### src/rtl/cct_pkg.sv
package cct_pkg;
  localparam logic [3:0] A_CTRL  = 4'd0;
  localparam logic [3:0] A_EDGE  = 4'd1;
  localparam logic [3:0] A_SETEN = 4'd2;
  localparam logic [3:0] A_RSTEN = 4'd3;
  localparam logic [3:0] A_TOGEN = 4'd4;
  localparam logic [3:0] A_CMP0  = 4'd5;
  localparam logic [3:0] A_CMP1  = 4'd6;
  localparam logic [3:0] A_CMP2  = 4'd7;
  localparam logic [3:0] A_CAP0  = 4'd8;
  localparam logic [3:0] A_COUNT = 4'd12;
  localparam logic [3:0] A_FLAGS = 4'd13;

  typedef enum logic [1:0] {
    EDGE_OFF  = 2'd0,
    EDGE_RISE = 2'd1,
    EDGE_FALL = 2'd2,
    EDGE_BOTH = 2'd3
  } edge_sel_e;

  function automatic logic edge_hit(input logic [1:0] sel, input logic rise, input logic fall);
    case (edge_sel_e'(sel))
      EDGE_RISE: edge_hit = rise;
      EDGE_FALL: edge_hit = fall;
      EDGE_BOTH: edge_hit = rise | fall;
      default:   edge_hit = 1'b0;
    endcase
  endfunction

  function automatic logic lvl_next(input logic cur, input logic set_hit, input logic clr_hit);
    if (clr_hit)      lvl_next = 1'b0;
    else if (set_hit) lvl_next = 1'b1;
    else              lvl_next = cur;
  endfunction
endpackage

### src/rtl/cct_sync_edge.sv
module cct_sync_edge #(
  parameter int W = 6
) (
  input  logic         clk,
  input  logic         rst_n,
  input  logic [W-1:0] din,
  output logic [W-1:0] rise,
  output logic [W-1:0] fall
);
  for (genvar g = 0; g < W; g++) begin : g_bit
    logic [2:0] sh;
    always_ff @(posedge clk or negedge rst_n) begin
      if (!rst_n) sh <= '0;
      else        sh <= {sh[1:0], din[g]};
    end
    assign rise[g] = sh[1] & ~sh[2];
    assign fall[g] = ~sh[1] & sh[2];
  end
endmodule

### src/rtl/cct_counter.sv
module cct_counter #(
  parameter int CNT_W = 16,
  parameter int PRE_W = 4
) (
  input  logic             clk,
  input  logic             rst_n,
  input  logic             run,
  input  logic             evt_sel,
  input  logic             clr_en,
  input  logic [PRE_W-1:0] pre_lim,
  input  logic             evt_rise,
  input  logic             xclr_rise,
  output logic [CNT_W-1:0] count,
  output logic             tick,
  output logic             clr,
  output logic             upd,
  output logic             wrap
);
  logic [PRE_W-1:0] presc;
  logic             pre_done;

  assign pre_done = (presc == pre_lim);
  assign tick     = run & (evt_sel ? evt_rise : pre_done);
  assign clr      = clr_en & xclr_rise;
  assign wrap     = tick & ~clr & (count == {CNT_W{1'b1}});

  always_ff @(posedge clk or negedge rst_n) begin
    if (!rst_n)                       presc <= '0;
    else if (!run || evt_sel || clr)  presc <= '0;
    else if (pre_done)                presc <= '0;
    else                              presc <= presc + 1'b1;
  end

  always_ff @(posedge clk or negedge rst_n) begin
    if (!rst_n) begin
      count <= '0;
      upd   <= 1'b0;
    end else begin
      upd <= tick | clr;
      if (clr)       count <= '0;
      else if (tick) count <= count + 1'b1;
    end
  end
endmodule

### src/rtl/cct_capture.sv
module cct_capture #(
  parameter int N_CAP = 4,
  parameter int CNT_W = 16
) (
  input  logic                        clk,
  input  logic                        rst_n,
  input  logic [2*N_CAP-1:0]          edge_cfg,
  input  logic [N_CAP-1:0]            rise,
  input  logic [N_CAP-1:0]            fall,
  input  logic [CNT_W-1:0]            count,
  output logic [N_CAP-1:0]            cap_hit,
  output logic [N_CAP-1:0][CNT_W-1:0] cap_val
);
  import cct_pkg::*;
  for (genvar c = 0; c < N_CAP; c++) begin : g_ch
    assign cap_hit[c] = edge_hit(edge_cfg[2*c +: 2], rise[c], fall[c]);
    always_ff @(posedge clk or negedge rst_n) begin
      if (!rst_n)          cap_val[c] <= '0;
      else if (cap_hit[c]) cap_val[c] <= count;
    end
  end
endmodule

### src/rtl/cct_compare.sv
module cct_compare #(
  parameter int CNT_W = 16,
  parameter int N_SR  = 6,
  parameter int N_TG  = 2
) (
  input  logic             clk,
  input  logic             rst_n,
  input  logic [CNT_W-1:0] count,
  input  logic             upd,
  input  logic [CNT_W-1:0] cmp0,
  input  logic [CNT_W-1:0] cmp1,
  input  logic [CNT_W-1:0] cmp2,
  input  logic [N_SR-1:0]  seten,
  input  logic [N_SR-1:0]  rsten,
  input  logic [N_TG-1:0]  togen,
  output logic [2:0]       match,
  output logic [N_SR-1:0]  lvl_out,
  output logic [N_TG-1:0]  tog_out
);
  import cct_pkg::*;
  assign match[0] = upd & (count == cmp0);
  assign match[1] = upd & (count == cmp1);
  assign match[2] = upd & (count == cmp2);

  for (genvar i = 0; i < N_SR; i++) begin : g_lvl
    always_ff @(posedge clk or negedge rst_n) begin
      if (!rst_n) lvl_out[i] <= 1'b0;
      else        lvl_out[i] <= lvl_next(lvl_out[i], match[0] & seten[i], match[1] & rsten[i]);
    end
  end

  for (genvar j = 0; j < N_TG; j++) begin : g_tog
    always_ff @(posedge clk or negedge rst_n) begin
      if (!rst_n)                       tog_out[j] <= 1'b0;
      else if (match[2] && togen[j])    tog_out[j] <= ~tog_out[j];
    end
  end
endmodule

### src/rtl/cct_top.sv
module cct_top #(
  parameter int CNT_W = 16,
  parameter int PRE_W = 4,
  parameter int N_CAP = 4,
  parameter int N_SR  = 6,
  parameter int N_TG  = 2,
  parameter int FLG_W = N_CAP + 4
) (
  input  logic             clk,
  input  logic             rst_n,
  input  logic             wr_en,
  input  logic [3:0]       addr,
  input  logic [CNT_W-1:0] wdata,
  output logic [CNT_W-1:0] rdata,
  input  logic [N_CAP-1:0] cap_in,
  input  logic             evt_in,
  input  logic             xclr_in,
  output logic [N_SR-1:0]  lvl_out,
  output logic [N_TG-1:0]  tog_out,
  output logic [FLG_W-1:0] flags,
  output logic             irq
);
  import cct_pkg::*;
  localparam int N_IN = N_CAP + 2;

  logic [CNT_W-1:0] ctrl_q, edge_q, seten_q, rsten_q, togen_q;
  logic [CNT_W-1:0] cmp0_q, cmp1_q, cmp2_q;
  logic [N_IN-1:0]  in_rise, in_fall;
  logic [CNT_W-1:0] count;
  logic             tick, clr, upd, wrap;
  logic [N_CAP-1:0] cap_hit;
  logic [N_CAP-1:0][CNT_W-1:0] cap_val;
  logic [2:0]       match;
  logic [FLG_W-1:0] flg_set, flg_clr;

  always_ff @(posedge clk or negedge rst_n) begin
    if (!rst_n) begin
      ctrl_q <= '0; edge_q <= '0; seten_q <= '0; rsten_q <= '0;
      togen_q <= '0; cmp0_q <= '0; cmp1_q <= '0; cmp2_q <= '0;
    end else if (wr_en) begin
      case (addr)
        A_CTRL:  ctrl_q  <= wdata;
        A_EDGE:  edge_q  <= wdata;
        A_SETEN: seten_q <= wdata;
        A_RSTEN: rsten_q <= wdata;
        A_TOGEN: togen_q <= wdata;
        A_CMP0:  cmp0_q  <= wdata;
        A_CMP1:  cmp1_q  <= wdata;
        A_CMP2:  cmp2_q  <= wdata;
        default: ;
      endcase
    end
  end

  cct_sync_edge #(.W(N_IN)) u_sync (
    .clk(clk), .rst_n(rst_n),
    .din({xclr_in, evt_in, cap_in}),
    .rise(in_rise), .fall(in_fall)
  );

  cct_counter #(.CNT_W(CNT_W), .PRE_W(PRE_W)) u_cnt (
    .clk(clk), .rst_n(rst_n),
    .run(ctrl_q[0]), .evt_sel(ctrl_q[1]), .clr_en(ctrl_q[2]),
    .pre_lim(ctrl_q[PRE_W+3:4]),
    .evt_rise(in_rise[N_CAP]), .xclr_rise(in_rise[N_CAP+1]),
    .count(count), .tick(tick), .clr(clr), .upd(upd), .wrap(wrap)
  );

  cct_capture #(.N_CAP(N_CAP), .CNT_W(CNT_W)) u_cap (
    .clk(clk), .rst_n(rst_n),
    .edge_cfg(edge_q[2*N_CAP-1:0]),
    .rise(in_rise[N_CAP-1:0]), .fall(in_fall[N_CAP-1:0]),
    .count(count), .cap_hit(cap_hit), .cap_val(cap_val)
  );

  cct_compare #(.CNT_W(CNT_W), .N_SR(N_SR), .N_TG(N_TG)) u_cmp (
    .clk(clk), .rst_n(rst_n),
    .count(count), .upd(upd),
    .cmp0(cmp0_q), .cmp1(cmp1_q), .cmp2(cmp2_q),
    .seten(seten_q[N_SR-1:0]), .rsten(rsten_q[N_SR-1:0]), .togen(togen_q[N_TG-1:0]),
    .match(match), .lvl_out(lvl_out), .tog_out(tog_out)
  );

  assign flg_set = {wrap, match, cap_hit};
  assign flg_clr = (wr_en && addr == A_FLAGS) ? wdata[FLG_W-1:0] : '0;

  always_ff @(posedge clk or negedge rst_n) begin
    if (!rst_n) flags <= '0;
    else        flags <= (flags & ~flg_clr) | flg_set;
  end

  assign irq = |flags;

  always_comb begin
    rdata = '0;
    case (addr)
      A_CTRL:  rdata = ctrl_q;
      A_EDGE:  rdata = edge_q;
      A_SETEN: rdata = seten_q;
      A_RSTEN: rdata = rsten_q;
      A_TOGEN: rdata = togen_q;
      A_CMP0:  rdata = cmp0_q;
      A_CMP1:  rdata = cmp1_q;
      A_CMP2:  rdata = cmp2_q;
      A_COUNT: rdata = count;
      A_FLAGS: rdata = CNT_W'(flags);
      default: begin
        for (int c = 0; c < N_CAP; c++)
          if (addr == A_CAP0 + 4'(c)) rdata = cap_val[c];
      end
    endcase
  end
endmodule

### config.mk
export PLATFORM = sky130hd
export DESIGN_NAME = cct_top
export DESIGN_NICKNAME = d
export VERILOG_FILES = /design/src/rtl/cct_pkg.sv /design/src/rtl/cct_sync_edge.sv /design/src/rtl/cct_counter.sv /design/src/rtl/cct_capture.sv /design/src/rtl/cct_compare.sv /design/src/rtl/cct_top.sv
export SDC_FILE = /design/constraint.sdc
export NUM_CORES = 1
export LEC_CHECK = 0
export BUFFER_PORTS_ARGS = -buffer_cell sky130_fd_sc_hd__buf_4
export CAP_MARGIN = 30
export CORE_MARGIN = 4
export CORE_UTILIZATION = 25
export DETAILED_ROUTE_END_ITERATION = 7
export PLACE_DENSITY = 0.46
export SYNTH_ARGS = -nofsm -noshare
export SYNTH_HDL_FRONTEND = slang
export SYNTH_SLANG_ARGS = --single-unit
export TNS_END_PERCENT = 30
### constraint.sdc
create_clock -name clk -period 2.8 [get_ports clk]
set_clock_uncertainty 0.05 [all_clocks]
set_input_delay 0.56 -clock clk [delete_from_list [all_inputs] [get_ports clk]]
set_output_delay 0.56 -clock clk [all_outputs]
set_load 0.02 [all_outputs]
==> results of run 1 <==
## cells in the final DEF (no fill, tap or decap), types with 10 or more instances in the layout
cell,synthesis,final
nand3_1,16,16
mux2_2,197,196
a222oi_1,11,11
buf_12,0,10
nor2_1,16,16
a22o_1,14,14
mux2i_1,22,20
a21oi_1,37,36
nand4_1,16,16
a221oi_2,0,12
nand2_1,69,68
ha_1,10,10
a221oi_1,27,15
nor3_1,12,12
xor2_1,32,32
xnor2_1,26,26
clkbuf_16,0,31
inv_1,20,20
o21ai_0,26,25
dfrtp_1,247,245
buf_4,6,163
## cells by family after synthesis
group	after synthesis	synth area share, %
DFF	247	51.9
AOI/OAI and AO/OA	166	9.82
adders and majority gates	10	1.05
and+or+nand+nor	185	8.34
muxes	223	21.2
xor gates and xnor gates	58	4.26
buffers and inverters	90	3.45
## synth_stat cells (2+ instances only)
cell | instances | area share [%]
or4_1 | 6 | 0.38
inv_1 | 20 | 0.63
a21oi_1 | 37 | 1.6
o31ai_1 | 5 | 0.31
nand4_1 | 16 | 0.84
nor3_1 | 12 | 0.50
a221o_1 | 2 | 0.17
and4_1 | 3 | 0.22
buf_2 | 29 | 1.2
nand3b_1 | 2 | 0.13
and2_1 | 4 | 0.21
and4b_1 | 2 | 0.17
xor2_1 | 32 | 2.4
buf_6 | 2 | 0.19
a22o_1 | 14 | 1.0
ha_1 | 10 | 1.0
nor4_1 | 9 | 0.47
a31oi_1 | 11 | 0.58
nand2_1 | 69 | 2.2
nand4b_1 | 2 | 0.15
a21o_1 | 6 | 0.38
nand3_1 | 16 | 0.67
o21ai_0 | 26 | 1.1
clkbuf_1 | 30 | 0.94
xnor2_1 | 26 | 1.9
nor2b_1 | 2 | 0.10
nand2b_1 | 2 | 0.10
and3_1 | 8 | 0.42
buf_1 | 2 | 0.063
mux4_2 | 4 | 0.76
a222oi_1 | 11 | 0.92
buf_4 | 6 | 0.38
a32o_1 | 2 | 0.17
mux2i_1 | 22 | 1.8
mux2_2 | 197 | 19
nor2_1 | 16 | 0.50
or2_2 | 2 | 0.10
a32oi_1 | 4 | 0.29
a22oi_1 | 5 | 0.31
a221oi_1 | 27 | 2.0
dfrtp_1 | 247 | 52
or3_1 | 6 | 0.31
o41ai_1 | 5 | 0.37
o21ai_1 | 4 | 0.17
## critical path, stage by stage
cell      delay (ps)
buf_12           120
buf_12           140
and2b_1          170
and2_4           170
buf_6            130
a222oi_1         540
a31oi_4          170
buf_6            160
## final cells by class
cell class              instances  area [um2]
well taps                     607         759
clock inverters                 9         149
inverters                      21        78.8
repair buffers                187        1650
fillers                      4790       31700
flip-flops and latches        247        6180
clock buffers                  41         831
multi-input cells             642        5520
## stage by stage
stage | cell area [um2] | setup TNS (ps) | util, %
3_5_place_dp | 13800 | -1570 | 29.4
3_3_place_gp | 13800 | -1340 | 29.4
2_1_floorplan | 11900 | 0 | -
5_1_grt | 15200 | -80.7 | 32.4
6_report | 15200 | 0 | 32.4
4_1_cts | 15000 | -18.5 | 32.1
## power groups by stage
| stage | Combinational (mW) | Sequential [mW] | Clock (mW) |
|---|---|---|---|
| after floorplan | 1.24 | 4.53 | 0 |
| after global placement | 1.92 | 4.79 | 0 |
| after detailed placement | 1.95 | 4.79 | 0 |
| after CTS | 2.00 | 4.73 | 4.02 |
| after global routing | 2.16 | 4.81 | 4.16 |
| final | 2.00 | 4.74 | 3.92 |
## layer usage
| layer | wire [um] | vias to the layer above | track usage, % |
|---|---|---|---|
| met5 | 0 | - | 0 |
| met4 | 1060 | 0 | 4.75 |
| met3 | 1760 | 57 | 1.67 |
| met2 | 18700 | 259 | 25.4 |
| met1 | 19100 | 4573 | 22.4 |
| li1 | - | 3925 | - |
## final timing paths
kind	start	to	slack [ps]	depth (start not counted)
min reg2reg	u_sync.g_bit[3].sh[0]	u_sync.g_bit[3].sh[1]	300	0
min in group asynchronous	rst_n	u_sync.g_bit[0].sh[0]	550	2
max reg2reg	ctrl_q[7]	u_cnt.count[15]	500	5
max in group asynchronous	rst_n	rsten_q[8]	1320	3
min	cap_in[3]	u_sync.g_bit[3].sh[0]	60	1
max	addr[0]	rdata[14]	20	8
## repair_timing
action                                  4_1_cts  5_1_grt
gates cloned                                  1        2
hold endpoints to repair                     64        0
endpoints found under the setup margin       16       15
pin swaps                                     9        6
resized for setup                            35       17
hold buffers                                  1        0
setup buffers                                 6        2
==> impl_metrics.sql, run 1 <==
INSERT INTO impl_metrics (metric_group, metric, value, unit) VALUES
('outcome', 'run_status', 'completed', ''),
('synthesis', 'ys_seq_elements', '247', ''),
('floorplan', 'die_height', '226', 'um'),
('clock_network', 'clockBufferDepth', '3', ''),
('synthesis', 'syn-cell-area', '11900', 'um2'),
('place', 'dp_hpwl', '29300', 'um'),
('clock_network', 'clk_latency', '550', 'ps'),
('layout', 'drive_gt1_share', '41.2', '%'),
('power_and_ir_drop', 'power.density_cell_area', '703', 'nW/um2'),
('power_and_ir_drop', 'power.share.clock', '36.7', '%'),
('synthesis', 'syn_nets', '1018', ''),
('layout', 'largest-register', 'u_cap.cap_val', ''),
('global_route', 'globalRouteOverflowTotal', '0', ''),
('power_and_ir_drop', 'total_power', '10.7', 'mW'),
('sta', 'final_period_minus_worst_setup_slack', '2780', 'ps'),
('synthesis', 'yosys_warnings', '0', ''),
('power_and_ir_drop', 'irDropWorstVdd', '0.399', 'mV'),
('global_route', 'grt_pass1_vias', '9087', ''),
('place', 'placement.setup.worst_slack', '-190', 'ps'),
('power_and_ir_drop', 'power_leakage', '6.80', 'nW'),
('clock_network', 'clock_tree_from_tritoncts', 'built', ''),
('floorplan', 'core_footprint', '46900', 'um2'),
('floorplan', 'rows', '79', ''),
('routing', 'routed-via-count', '8814', ''),
('layout', 'antenna_cells', '0', ''),
('sta', 'maxSlewHeadroom', '46.9', '%'),
('floorplan', 'io_pins', '62', ''),
('sta', 'setup_viol', '0', ''),
('layout', 'largest_register_ff_count', '64', ''),
('setup_path', 'arrival', '2170', 'ps'),
('routing', 'finalWirelength', '40700', 'um'),
('synthesis', 'synth_enable_flop_cells', '0', ''),
('routing', 'drt_first_pass_iters', '6', ''),
('setup_path', 'endpoint_required_time_on_the_critical_path', '2190', 'ps'),
('layout', 'design.final.nets', '1167', ''),
('floorplan', 'initial_core_util', '25.4', '%'),
('global_route', 'maximum_number_of_pins_on_one_net_before_global_route_repair', '71', ''),
('clock_network', 'cts.sinks', '247', ''),
('synthesis', 'synth.avg_cell_area', '12.2', 'um2'),
('power_and_ir_drop', 'share_seq_of_total_power', '44.5', '%'),
('floorplan', 'fp.dieArea', '51200', 'um2'),
('place', 'placed_cells_incl_taps', '1693', ''),
('sta', 'final_critical_path_setup_slack', '17.0', 'ps'),
('clock_network', 'cts_max_level', '1', ''),
('floorplan', 'die_width', '226', 'um'),
('global_route', 'grt_first_pass_wirelength', '60900', 'um'),
('routing', 'detail_route.vias_per_cell', '5.03', ''),
('power_and_ir_drop', 'intPower', '7.54', 'mW'),
('layout', 'largest_registers', 'u_cap.cap_val x64, u_sync.g_bit.sh x18', ''),
('routing', 'drc_errors', '0', ''),
('sta', 'maxClockFrequency', '359', 'MHz'),
('setup_path', 'worst_setup_path_start_kind', 'primary input', ''),
('global_route', 'grtUsageTotal', '15.7', '%'),
('power_and_ir_drop', 'p_sw', '3.12', 'mW'),
('synthesis', 'synthesis.instances', '979', ''),
('layout', 'post_route_non_filler_standard_cell_count', '1754', ''),
('setup_path', 'timing_worst_setup_path_type', 'in2out', ''),
('job', 'maxCapViolations', '0', ''),
('setup_path', 'end_kind', 'output pin', ''),
('sta', 'total_count_of_hold_check_failures_in_the_final_report', '0', ''),
('routing', 'drt_iter0_markers', '840', ''),
('place', 'port_buffers', '61', ''),
('sta', 'min_period_over_period', '99.4', '%'),
('place', 'rd_place_congestion', '0.970', ''),
('clock_network', 'cts-buffers-inserted', '29', ''),
('sta', 'final-max-slew-violation-count', '0', ''),
('setup_path', 'crit_fanout', '7', ''),
('sta', 'tightestPinTransition', '797', 'ps'),
('worst_hold_path', 'hp_class', 'in2reg', ''),
('clock_network', 'cts.root.buffer_cell', 'clkbuf_16', ''),
('synthesis', 'yosys.cell_types.count', '60', ''),
('power_and_ir_drop', 'comb_power_share', '18.8', '%'),
('sta', 'hold-worst-slack', '64.5', 'ps'),
('synthesis', 'synth_seq_area_share', '51.9', '%'),
('routing', 'avgRoutedWirePerCell', '23.2', 'um'),
('synthesis', 'asyncSetResetFlopFracSynth', '100', '%'),
('clock_network', 'clock_slew_at_the_register_clock_pins_of_the_worst_setup_and_hold_paths', '60', 'ps'),
('power_and_ir_drop', 'netSwitchingFraction', '29.3', '%'),
('routing', 'route.antenna.remaining_nets', '0', ''),
('layout', 'synthToLayoutAreaGrowth', '27.3', '%'),
('sta', 'grt_setup_unrepaired', 'yes', ''),
('global_route', 'antenna_found_initial', '0', ''),
('synthesis', 'dominantRegCellSynth', 'dfrtp_1', '');
Power figures use the tool's default switching activity.
==> run 2, diff against run 1 <==
==> constraint.sdc (replaced) <==
create_clock -name clk -period 2.8 [get_ports clk]
set_clock_uncertainty 0.05 [all_clocks]
set_input_delay 0.14 -clock clk [delete_from_list [all_inputs] [get_ports clk]]
set_output_delay 0.14 -clock clk [all_outputs]
set_load 0.02 [all_outputs]
==> impl_metrics.sql, run 2 (synthesis results as in run 1) <==
INSERT INTO impl_metrics (metric_group, metric, value, unit) VALUES
('setup_path', 'crit-reg2reg-launch', 'u_cnt.count[7]', ''),
('clock_network', 'cts_resized', '0', ''),
('routing', 'avgRoutedWirePerCell', '23.4', 'um'),
('routing', 'met3_length', '2040', 'um'),
('routing', 'route.antenna.remaining_nets', '0', ''),
('routing', 'drc_errors', '0', ''),
('setup_path', 'endpoint_required_time_on_the_critical_path', '2610', 'ps'),
('layout', 'largest_register_ff_count', '64', ''),
('clock_network', 'clockBufferDepth', '3', ''),
('global_route', 'grt_pass1_vias', '8819', ''),
('sta', 'maxSlewHeadroom', '49.6', '%'),
('sta', 'maxClockFrequency', '384', 'MHz'),
('floorplan', 'io_pins', '62', ''),
('clock_network', 'clock_slew_at_the_register_clock_pins_of_the_worst_setup_and_hold_paths', '70', 'ps'),
('worst_hold_path', 'whs_path_depth', '3', ''),
('layout', 'post_route_non_filler_standard_cell_count', '1708', ''),
('routing', 'routed.top_layer', 'met4', ''),
('routing', 'finalWirelength', '40000', 'um'),
('setup_path', 'r2r-end', 'u_cmp.tog_out[0]', ''),
('clock_network', 'cts_max_level', '1', ''),
('sta', 'grt_setup_unrepaired', 'no', ''),
('place', 'placed_cells_incl_taps', '1633', ''),
('layout', 'design.final.nets', '1118', ''),
('setup_path', 'timing_worst_setup_path_type', 'reg2out', ''),
('floorplan', 'initial_core_util', '25.4', '%'),
('power_and_ir_drop', 'irDropWorstVdd', '0.467', 'mV'),
('setup_path', 'crit_fanout', '12', ''),
('layout', 'most-common-layout-cells', 'dfrtp_1 (247), mux2_2 (197), buf_4 (110)', ''),
('routing', 'drt_iter0_markers', '740', ''),
('sta', 'total_count_of_hold_check_failures_in_the_final_report', '0', ''),
('layout', 'drive_gt1_share', '34.5', '%'),
('sta', 'setup_total_negative_slack', '0', 'ps'),
('global_route', 'antenna_found_initial', '1', ''),
('routing', 'routed-via-count', '8661', ''),
('floorplan', 'rows', '79', ''),
('sta', 'final-max-slew-violation-count', '0', ''),
('global_route', 'maximum_number_of_pins_on_one_net_before_global_route_repair', '85', ''),
('clock_network', 'cts.root.buffer_cell', 'clkbuf_16', ''),
('floorplan', 'die_height', '226', 'um'),
('outcome', 'run_status', 'completed', ''),
('layout', 'synthToLayoutAreaGrowth', '21.9', '%'),
('clock_network', 'cts.sinks', '247', ''),
('power_and_ir_drop', 'power_leakage', '6.42', 'nW'),
('place', 'rd_place_congestion', '0.877', ''),
('routing', 'drt_first_pass_iters', '5', ''),
('layout', 'register_area', '6180', 'um2'),
('floorplan', 'die_width', '226', 'um'),
('layout', 'antenna_cells', '0', ''),
('place', 'dp_hpwl', '28900', 'um'),
('layout', 'largest_registers', 'u_cap.cap_val x64, u_sync.g_bit.sh x18', ''),
('sta', 'final_period_minus_worst_setup_slack', '2600', 'ps'),
('layout', 'num-fill-cells', '4807', ''),
('global_route', 'grtUsageTotal', '15.5', '%'),
('sta', 'setup_viol', '0', ''),
('setup_path', 'end_kind', 'output pin', ''),
('sta', 'hold-worst-slack', '64.8', 'ps'),
('routing', 'routedLengthMet1', '18500', 'um'),
('clock_network', 'clock_tree_from_tritoncts', 'built', ''),
('worst_hold_path', 'hold_end', 'rsten_q[14]', ''),
('global_route', 'grt_first_pass_wirelength', '60000', 'um'),
('routing', 'wl_met2', '18500', 'um'),
('clock_network', 'clk_latency', '560', 'ps'),
('power_and_ir_drop', 'power.density_cell_area', '732', 'nW/um2'),
('worst_hold_path', 'hold_path.startpoint', 'wr_en', ''),
('setup_path', 'arrival', '2410', 'ps'),
('routing', 'detail_route.vias_per_cell', '5.07', ''),
('layout', 'largest-register', 'u_cap.cap_val', ''),
('layout', 'multi_input_area', '5340', 'um2'),
('clock_network', 'cts-buffers-inserted', '28', ''),
('setup_path', 'worst_setup_path_start_kind', 'register', ''),
('worst_hold_path', 'hp_class', 'in2reg', ''),
('setup_path', 'timing.reg2reg.setup_slack', '440', 'ps'),
('setup_path', 'timing.reg2reg.worst_path_depth', '6', ''),
('global_route', 'globalRouteOverflowTotal', '0', ''),
('layout', 'final_common_cell', 'dfrtp_1', ''),
('floorplan', 'core_footprint', '46900', 'um2'),
('sta', 'tightestPinTransition', '753', 'ps'),
('place', 'port_buffers', '61', ''),
('job', 'maxCapViolations', '0', ''),
('sta', 'min_period_over_period', '93.0', '%'),
('floorplan', 'fp.dieArea', '51200', 'um2');
==> run 2: changes by cell type in the layout (fill, tap and decap cells not counted), sizes merged <==
cell | previous run | this run
clkinvlp | 0 | 3
buf | 183 | 116
dlygate4sd3 | 1 | 23
bufbuf | 1 | 0
clkinv | 5 | 10
bufinv | 4 | 5
clkbuf | 43 | 34
==> run 2: through the flow <==
| step | power, mW | util (%) | area [um2] | setup slack [ps] |
|---|---|---|---|---|
| final | 10.6 | 31.0 | 14500 | 195 |
| after floorplan | 5.77 | - | 11900 | 888 |
| after global routing | 11.1 | 31.0 | 14500 | 111 |
| after CTS | 10.7 | 31.0 | 14500 | 155 |
| after global placement | 6.69 | 28.4 | 13300 | 370 |
| after detailed placement | 6.72 | 28.4 | 13300 | 411 |
==> run 2: worst max path at each step <==
stage                          startpoint                end  cells after the start
floorplan           u_sync.g_bit[0].sh[1]  u_cap.cap_val[10]                      7
global placement           u_cnt.count[7]   u_cmp.tog_out[0]                      6
detailed placement                addr[3]           rdata[0]                      7
CTS                        u_cnt.count[2]           rdata[2]                      5
global route               u_cnt.count[4]           rdata[4]                      5
finish                     u_cnt.count[4]           rdata[4]                      5
==> run 2: repair_timing <==
action | 4_1_cts | 5_1_grt
hold endpoints to repair | 222 | 0
hold buffers | 23 | 0
setup buffers | 0 | 0
==> run 2: metal layers <==
layer,vias up,GRT usage (%)
li1,3822,-
met1,4510,22.2
met2,267,24.9
met3,62,2.15
met4,0,3.73
met5,-,0
==> run 2: area by class of cell <==
type / instances / share of cell area (%)
Clock buffer: 34 / 5.26
Clock inverter: 18 / 1.59
Inverter: 21 / 0.543
Multi-Input combinational cell: 642 / 36.8
Sequential cell: 247 / 42.6
Tap cell: 607 / 5.23
Timing Repair Buffer: 139 / 8.03
==> run 2: critical path, cell delays in order, from the launching register on <==
cell      delay, ps
dfrtp_1         590
mux2_2          370
a32o_1          270
a221oi_1        240
a31oi_1         180
buf_4           200
==> run 2: where the power goes <==
group / internal (mW) / leakage, nW / switching [mW]
Sequential: 4.13 / 3.16 / 0.633
Clock: 2.41 / 0.486 / 1.54
Combinational: 0.928 / 2.77 / 0.983
Total: 7.47 / 6.42 / 3.16
